[src/rtl/irq_seq_pkg.sv]
package irq_seq_pkg;

    typedef enum logic [2:0] {
        ST_RST  = 3'd0,
        ST_IDLE = 3'd1,
        ST_PUSH = 3'd2,
        ST_VRD  = 3'd3,
        ST_VLD  = 3'd4,
        ST_POP  = 3'd5,
        ST_PEND = 3'd6
    } seq_state_e;

    typedef enum logic [1:0] {
        ACC_NONE = 2'd0,
        ACC_RTI  = 2'd1,
        ACC_NMI  = 2'd2,
        ACC_IRQ  = 2'd3
    } acc_kind_e;

endpackage

[src/rtl/irq_seq_accept.sv]
module irq_seq_accept
    import irq_seq_pkg::*;
#(
    parameter int IDX_W = 3
) (
    input  logic             idle,
    input  logic             insn_done,
    input  logic             irq_req,
    input  logic [IDX_W-1:0] irq_idx,
    input  logic             nmi_req,
    input  logic             rti_strobe,
    input  logic             ie,
    output acc_kind_e        kind,
    output logic [IDX_W-1:0] idx
);
    localparam logic [IDX_W-1:0] NMI_IDX = '1;

    always_comb begin
        kind = ACC_NONE;
        idx  = irq_idx;
        if (idle) begin
            // a return is an instruction of its own and wins over requests
            if (rti_strobe) begin
                kind = ACC_RTI;
            end else if (insn_done && nmi_req) begin
                kind = ACC_NMI;
                idx  = NMI_IDX;
            end else if (insn_done && irq_req && ie) begin
                kind = ACC_IRQ;
            end
        end
    end

endmodule

[src/rtl/irq_seq_memport.sv]
module irq_seq_memport
    import irq_seq_pkg::*;
#(
    parameter int              W        = 16,
    parameter int              IDX_W    = 3,
    parameter logic [W-1:0]    VEC_BASE = 16'h0040
) (
    input  seq_state_e       state,
    input  logic [1:0]       cnt,
    input  logic [W-1:0]     sp,
    input  logic [IDX_W-1:0] idx,
    input  logic [W-1:0]     sav_pc,
    input  logic [W-1:0]     sav_st,
    input  logic [W-1:0]     sav_r0,
    input  logic [W-1:0]     sav_r1,
    output logic             req,
    output logic             we,
    output logic [W-1:0]     addr,
    output logic [W-1:0]     wdata
);
    localparam logic [W-1:0] WORD_BYTES = W'(2);

    always_comb begin
        req   = 1'b0;
        we    = 1'b0;
        addr  = sp;
        wdata = sav_pc;
        case (state)
            ST_PUSH: begin
                req  = 1'b1;
                we   = 1'b1;
                addr = sp - WORD_BYTES;
                case (cnt)
                    2'd0:    wdata = sav_pc;
                    2'd1:    wdata = sav_st;
                    2'd2:    wdata = sav_r0;
                    default: wdata = sav_r1;
                endcase
            end
            ST_VRD: begin
                req  = 1'b1;
                addr = VEC_BASE + W'({idx, 1'b0});
            end
            ST_POP: begin
                req  = 1'b1;
                addr = sp;
            end
            default: ;
        endcase
    end

endmodule

[src/rtl/irq_seq.sv]
module irq_seq
    import irq_seq_pkg::*;
#(
    parameter int           W        = 16,
    parameter int           IDX_W    = 3,
    parameter int           IE_BIT   = 0,
    parameter logic [W-1:0] VEC_BASE = 16'h0040,
    parameter logic [W-1:0] RESET_PC = 16'h0100,
    parameter logic [W-1:0] SP_TOP   = 16'h0200
) (
    input  logic             clk,
    input  logic             rst_n,
    input  logic             insn_done,
    input  logic             irq_req,
    input  logic [IDX_W-1:0] irq_idx,
    input  logic             nmi_req,
    input  logic             rti_strobe,
    input  logic [W-1:0]     snap_pc,
    input  logic [W-1:0]     snap_st,
    input  logic [W-1:0]     snap_r0,
    input  logic [W-1:0]     snap_r1,
    output logic             mem_req,
    output logic             mem_we,
    output logic [W-1:0]     mem_addr,
    output logic [W-1:0]     mem_wdata,
    input  logic [W-1:0]     mem_rdata,
    output logic             busy,
    output logic             pc_load,
    output logic             regs_load,
    output logic [W-1:0]     new_pc,
    output logic [W-1:0]     new_st,
    output logic [W-1:0]     new_r0,
    output logic [W-1:0]     new_r1
);
    localparam logic [W-1:0] IE_MASK    = W'(1) << IE_BIT;
    localparam logic [W-1:0] WORD_BYTES = W'(2);
    localparam logic [1:0]   LAST_WORD  = 2'd3;

    typedef struct packed {
        seq_state_e       st;
        logic [1:0]       cnt;
        logic [W-1:0]     sp;
        logic [IDX_W-1:0] idx;
        logic [W-1:0]     pc;
        logic [W-1:0]     stw;
        logic [W-1:0]     r0;
        logic [W-1:0]     r1;
        logic             pc_load;
        logic             regs_load;
        logic [W-1:0]     o_pc;
        logic [W-1:0]     o_st;
        logic [W-1:0]     o_r0;
        logic [W-1:0]     o_r1;
    } seq_t;

    seq_t q, d;

    acc_kind_e        acc_kind;
    logic [IDX_W-1:0] acc_idx;

    irq_seq_accept #(.IDX_W(IDX_W)) u_accept (
        .idle       (q.st == ST_IDLE),
        .insn_done  (insn_done),
        .irq_req    (irq_req),
        .irq_idx    (irq_idx),
        .nmi_req    (nmi_req),
        .rti_strobe (rti_strobe),
        .ie         (snap_st[IE_BIT]),
        .kind       (acc_kind),
        .idx        (acc_idx)
    );

    irq_seq_memport #(.W(W), .IDX_W(IDX_W), .VEC_BASE(VEC_BASE)) u_memport (
        .state  (q.st),
        .cnt    (q.cnt),
        .sp     (q.sp),
        .idx    (q.idx),
        .sav_pc (q.pc),
        .sav_st (q.stw),
        .sav_r0 (q.r0),
        .sav_r1 (q.r1),
        .req    (mem_req),
        .we     (mem_we),
        .addr   (mem_addr),
        .wdata  (mem_wdata)
    );

    always_comb begin
        d           = q;
        d.pc_load   = 1'b0;
        d.regs_load = 1'b0;
        case (q.st)
            ST_RST: begin
                // entry without stacking: fixed start, cleared registers
                d.pc_load   = 1'b1;
                d.regs_load = 1'b1;
                d.o_pc      = RESET_PC;
                d.o_st      = '0;
                d.o_r0      = '0;
                d.o_r1      = '0;
                d.st        = ST_IDLE;
            end
            ST_IDLE: begin
                d.cnt = 2'd0;
                case (acc_kind)
                    ACC_RTI: d.st = ST_POP;
                    ACC_NMI, ACC_IRQ: begin
                        d.st  = ST_PUSH;
                        d.idx = acc_idx;
                        d.pc  = snap_pc;
                        d.stw = snap_st;
                        d.r0  = snap_r0;
                        d.r1  = snap_r1;
                    end
                    default: ;
                endcase
            end
            ST_PUSH: begin
                d.sp  = q.sp - WORD_BYTES;
                d.cnt = q.cnt + 2'd1;
                if (q.cnt == LAST_WORD) d.st = ST_VRD;
            end
            ST_VRD: d.st = ST_VLD;
            ST_VLD: begin
                d.pc_load = 1'b1;
                d.o_pc    = mem_rdata;
                d.o_st    = q.stw & ~IE_MASK;
                d.st      = ST_IDLE;
            end
            ST_POP: begin
                d.sp  = q.sp + WORD_BYTES;
                d.cnt = q.cnt + 2'd1;
                // read data lags its request by one cycle
                case (q.cnt)
                    2'd1: d.r1 = mem_rdata;
                    2'd2: d.r0 = mem_rdata;
                    2'd3: d.stw = mem_rdata;
                    default: ;
                endcase
                if (q.cnt == LAST_WORD) d.st = ST_PEND;
            end
            ST_PEND: begin
                d.pc_load   = 1'b1;
                d.regs_load = 1'b1;
                d.o_pc      = mem_rdata;
                d.o_st      = q.stw;
                d.o_r0      = q.r0;
                d.o_r1      = q.r1;
                d.st        = ST_IDLE;
            end
            default: d.st = ST_IDLE;
        endcase
    end

    always_ff @(posedge clk) begin
        if (!rst_n) begin
            q    <= '0;
            q.st <= ST_RST;
            q.sp <= SP_TOP;
        end else begin
            q <= d;
        end
    end

    assign busy      = (q.st != ST_IDLE);
    assign pc_load   = q.pc_load;
    assign regs_load = q.regs_load;
    assign new_pc    = q.o_pc;
    assign new_st    = q.o_st;
    assign new_r0    = q.o_r0;
    assign new_r1    = q.o_r1;

endmodule

[config.mk]
export PLATFORM = sky130hd
export DESIGN_NAME = irq_seq
export DESIGN_NICKNAME = d
export VERILOG_FILES = /design/src/rtl/irq_seq_pkg.sv /design/src/rtl/irq_seq_accept.sv /design/src/rtl/irq_seq_memport.sv /design/src/rtl/irq_seq.sv
export SDC_FILE = /design/constraint.sdc
export NUM_CORES = 1
export LEC_CHECK = 0
export CAP_MARGIN = 0
export CORE_AREA = 2 2 153 155
export CTS_BUF_LIST = sky130_fd_sc_hd__clkbuf_2
export CTS_CLUSTER_DIAMETER = 100
export DETAILED_ROUTE_END_ITERATION = 6
export DIE_AREA = 0 0 155 157
export PLACE_DENSITY = 0.68
export SETUP_SLACK_MARGIN = 0.4
export SYNTH_ARGS = -nofsm -noshare
export SYNTH_HDL_FRONTEND = slang
export SYNTH_HIERARCHICAL = 1
export SYNTH_SLANG_ARGS = --single-unit
[constraint.sdc]
create_clock -name clk -period 3.8 [get_ports clk]
set_clock_uncertainty 0.2 [all_clocks]
set_input_delay 0.76 -clock clk [delete_from_list [all_inputs] [get_ports clk]]
set_output_delay 0.76 -clock clk [all_outputs]
set_load 0.005 [all_outputs]
==> results_dict.tcl <==
set metrics [dict create \
    synth_area_per_cell_um2 8.11 \
    startpoint_type "register" \
    wl_um 28600 \
    power_frac_comb_pct 27.2 \
    fmax_mhz 288 \
    fin_ws_ns 0.325 \
    cts_max_level 4 \
    grt_pass1_vias 7082 \
    p_clk_share_pct 23.9 \
    cts_hold_buf 0 \
    grt_max_degree 59 \
    core-area_um2 22500 \
    num_vias 7785 \
    worstSetupPathType "reg2out" \
    die_area_um2 24300 \
    drive_above_1_share_pct 15.4 \
    setup_viol 0 \
    dpl_worst_slack_ns 0.421 \
    io_buffers 188 \
    p_per_area_nw_per_um2 341 \
    numCtsBuffers 17 \
    drt-initial-drc-count 652 \
    ys_ff_latch 153 \
    area_growth_pct 31.6 \
    ant_nets 0 \
    relSlewSlack_pct 55.1 \
    power_switching_mw 1.24 \
    synth_area_um2 7860 \
    power_frac_seq_pct 48.9 \
    cp_max_fo 4 \
    finalHoldViolations 0 \
    tightest_slew_ns 0.672 \
    viasPerCell 5.54 \
    async_flop_share_pct 0 \
    cp_top_family "buffers and inverters" \
    grt_overflow 0 \
    synth_enable_flop_cells 0 \
    crit_slowest_cell "dfxtp_4" \
    hold_class "reg2reg" \
    peakVddDrop_mv 0.238 \
    clk_latency_ns 0.74 \
    postLayoutCoreUtil_pct 46.0 \
    antenna_found_initial 3 \
    critPathMaxStageDelay_ns 0.41 \
    power.total_mw 3.53 \
    endpoint_kind "output pin" \
    placed_cell_area_um2 9550 \
    crit_buf_inv 4 \
    period_share_pct 91.4 \
    die_w_um 155 \
    dpl.cell_count 1333 \
    synth_seq_area_share_pct 39.0 \
    routabilityCongestion 0.953 \
    synth.yosys.warnings 6 \
    cts_tree "done" \
    cp_cell_sequence "nor4_4 > buf_4 > nand4b_4 > buf_4 > buf_6 > nor4_4 > mux2i_1 > buf_2" \
    synth.distinct_cells 69 \
    final_cells 1406 \
    status "complete, no violations" \
    grt_util_all_layers_pct 22.8 \
    r2r_slack_ns 0.59 \
    min_period_ns 3.48 \
    grt_pass1_wl_um 42500 \
    drc 0 \
    syn-num-nets 1078 \
    slew_viol_final 0 \
    nNetsFinal 1214 \
    clock_sinks 153 \
    finalInstanceArea_um2 10300 \
    whs_ns 0.266 \
    netlist_instances 969 \
    firstDrtPassIters 6 \
    clock-root-buffer "clkbuf_2" \
    io_pins 190 \
    leakage_nw 4.05 \
    sw_frac_of_total_pct 35.1 \
    post-dp-hpwl_um 19800 \
    initial_utilization_pct 34.9 \
    cp.required_ns 2.84 \
    num_rows 55 \
    maxCapViolations 0 \
    wl_per_cell_um 20.3 \
    grt_setup_unrepaired "true" \
    final.setup.tns_ns 0 \
    p_int_mw 2.29 \
    synth_ff_type "dfxtp_1" \
    cp.arrival_ns 2.52 \
    clkSlewWorstSetupHoldPaths_ns 0.24 \
    die_h_um 157 \
    cts_buffer_depth 2 \
]
synthesized netlist by cell type, types with 16 or more instances:
| library cell | n | area share (%) |
|---|---|---|
| nand2_1 | 143 | 6.8 |
| buf_2 | 16 | 1.0 |
| a22oi_1 | 75 | 7.2 |
| a31oi_1 | 52 | 4.1 |
| buf_4 | 66 | 6.3 |
| nor2_1 | 75 | 3.6 |
| ha_1 | 19 | 3.0 |
| a21oi_1 | 72 | 4.6 |
| o21ai_0 | 72 | 4.6 |
| dfxtp_1 | 153 | 39 |
| clkbuf_1 | 43 | 2.1 |
tightest hold or removal path: cells and delay by family, from the launching register on:
family	cells	cell delay, ns
buffers and inverters	1	0.05
AO/OA/AOI/OAI	1	0.05
flip-flops	1	0.36
repair_timing:
action | 4_1_cts | 5_1_grt
cloned | 3 | 0
resized for setup | 111 | 28
pin swaps | 18 | 7
buffers inserted | 26 | 9
endpoints found under the setup margin | 33 | 23
path summary, 6_finish.rpt:
kind / from / depth (start not counted) / endpoint
min: new_pc[8]$_SDFFE_PN0P_ / 2 / new_pc[8]$_SDFFE_PN0P_
max reg2reg: q[151]$_SDFFE_PN0P_ / 11 / q[141]$_SDFFE_PN0P_
max: q[140]$_SDFFE_PN0P_ / 8 / mem_addr[15]
min reg2reg: new_pc[8]$_SDFFE_PN0P_ / 2 / new_pc[8]$_SDFFE_PN0P_
cell type report:
type | count | area, um2
multi-input cells | 669 | 4180
repair buffers | 246 | 2420
clock buffers | 18 | 90.1
diodes | 3 | 7.51
well taps | 285 | 357
flip-flops and latches | 153 | 3100
clock inverters | 14 | 115
inverters | 18 | 73.8
fillers | 2184 | 12200
logic make-up after synthesis:
logic type | count (synthesis) | synth area share (%)
flops | 153 | 39.0
mux | 21 | 3.52
compound gates | 309 | 24.2
other cells | 1 | 0.0477
simple gates | 308 | 18.2
fa+ha+maj | 20 | 3.28
buf+inv | 148 | 10.7
xor+xnor | 9 | 1.00
placed cells by master, fill, tap and decap left out, drive strengths merged, types with 5 or more instances in the layout:
master and instances:
dfxtp 153, clkinv 6, nand3 14, nand2b 9, inv 22, and2 5
nor2b 16, a21o 5, ha 19, nor3 15, buf 64, nand2 145
clkdlybuf4s50 159, nand4 5, and3 5, dlymetal6s2s 7, o21ai 79, xnor2 5
dlygate4sd2 10, nor2 76, a22oi 75, or3 5, a21oi 72, clkbuf 20
a31oi 52, mux2 13
power by group through the flow:
stage	clock network, mW	registers (mW)	logic [mW]
4_1_cts	0.867	1.72	0.930
3_5_place_dp	0	1.75	0.830
2_1_floorplan	0	1.73	0.515
6_report	0.842	1.73	0.960
5_1_grt	0.932	1.73	1.03
3_3_place_gp	0	1.75	0.827
routing by layer:
layer / part of all wire, % / vias to the layer above / wire, um / track usage (%)
li1: - / 3672 / - / -
met1: 46 / 3723 / 13000 / 32.9
met5: 0 / - / 0 / 0
met2: 44 / 354 / 12400 / 33.7
met3: 8.6 / 36 / 2460 / 5.45
met4: 2.2 / 0 / 618 / 6.57
sequential cells by signal (all words and copies together), names as in the netlist:
signal	count
new_r1	16
new_r0	16
pc_load	1
new_st	16
new_pc	16
q	87
regs_load	1
(Power assumes the default switching activity.)
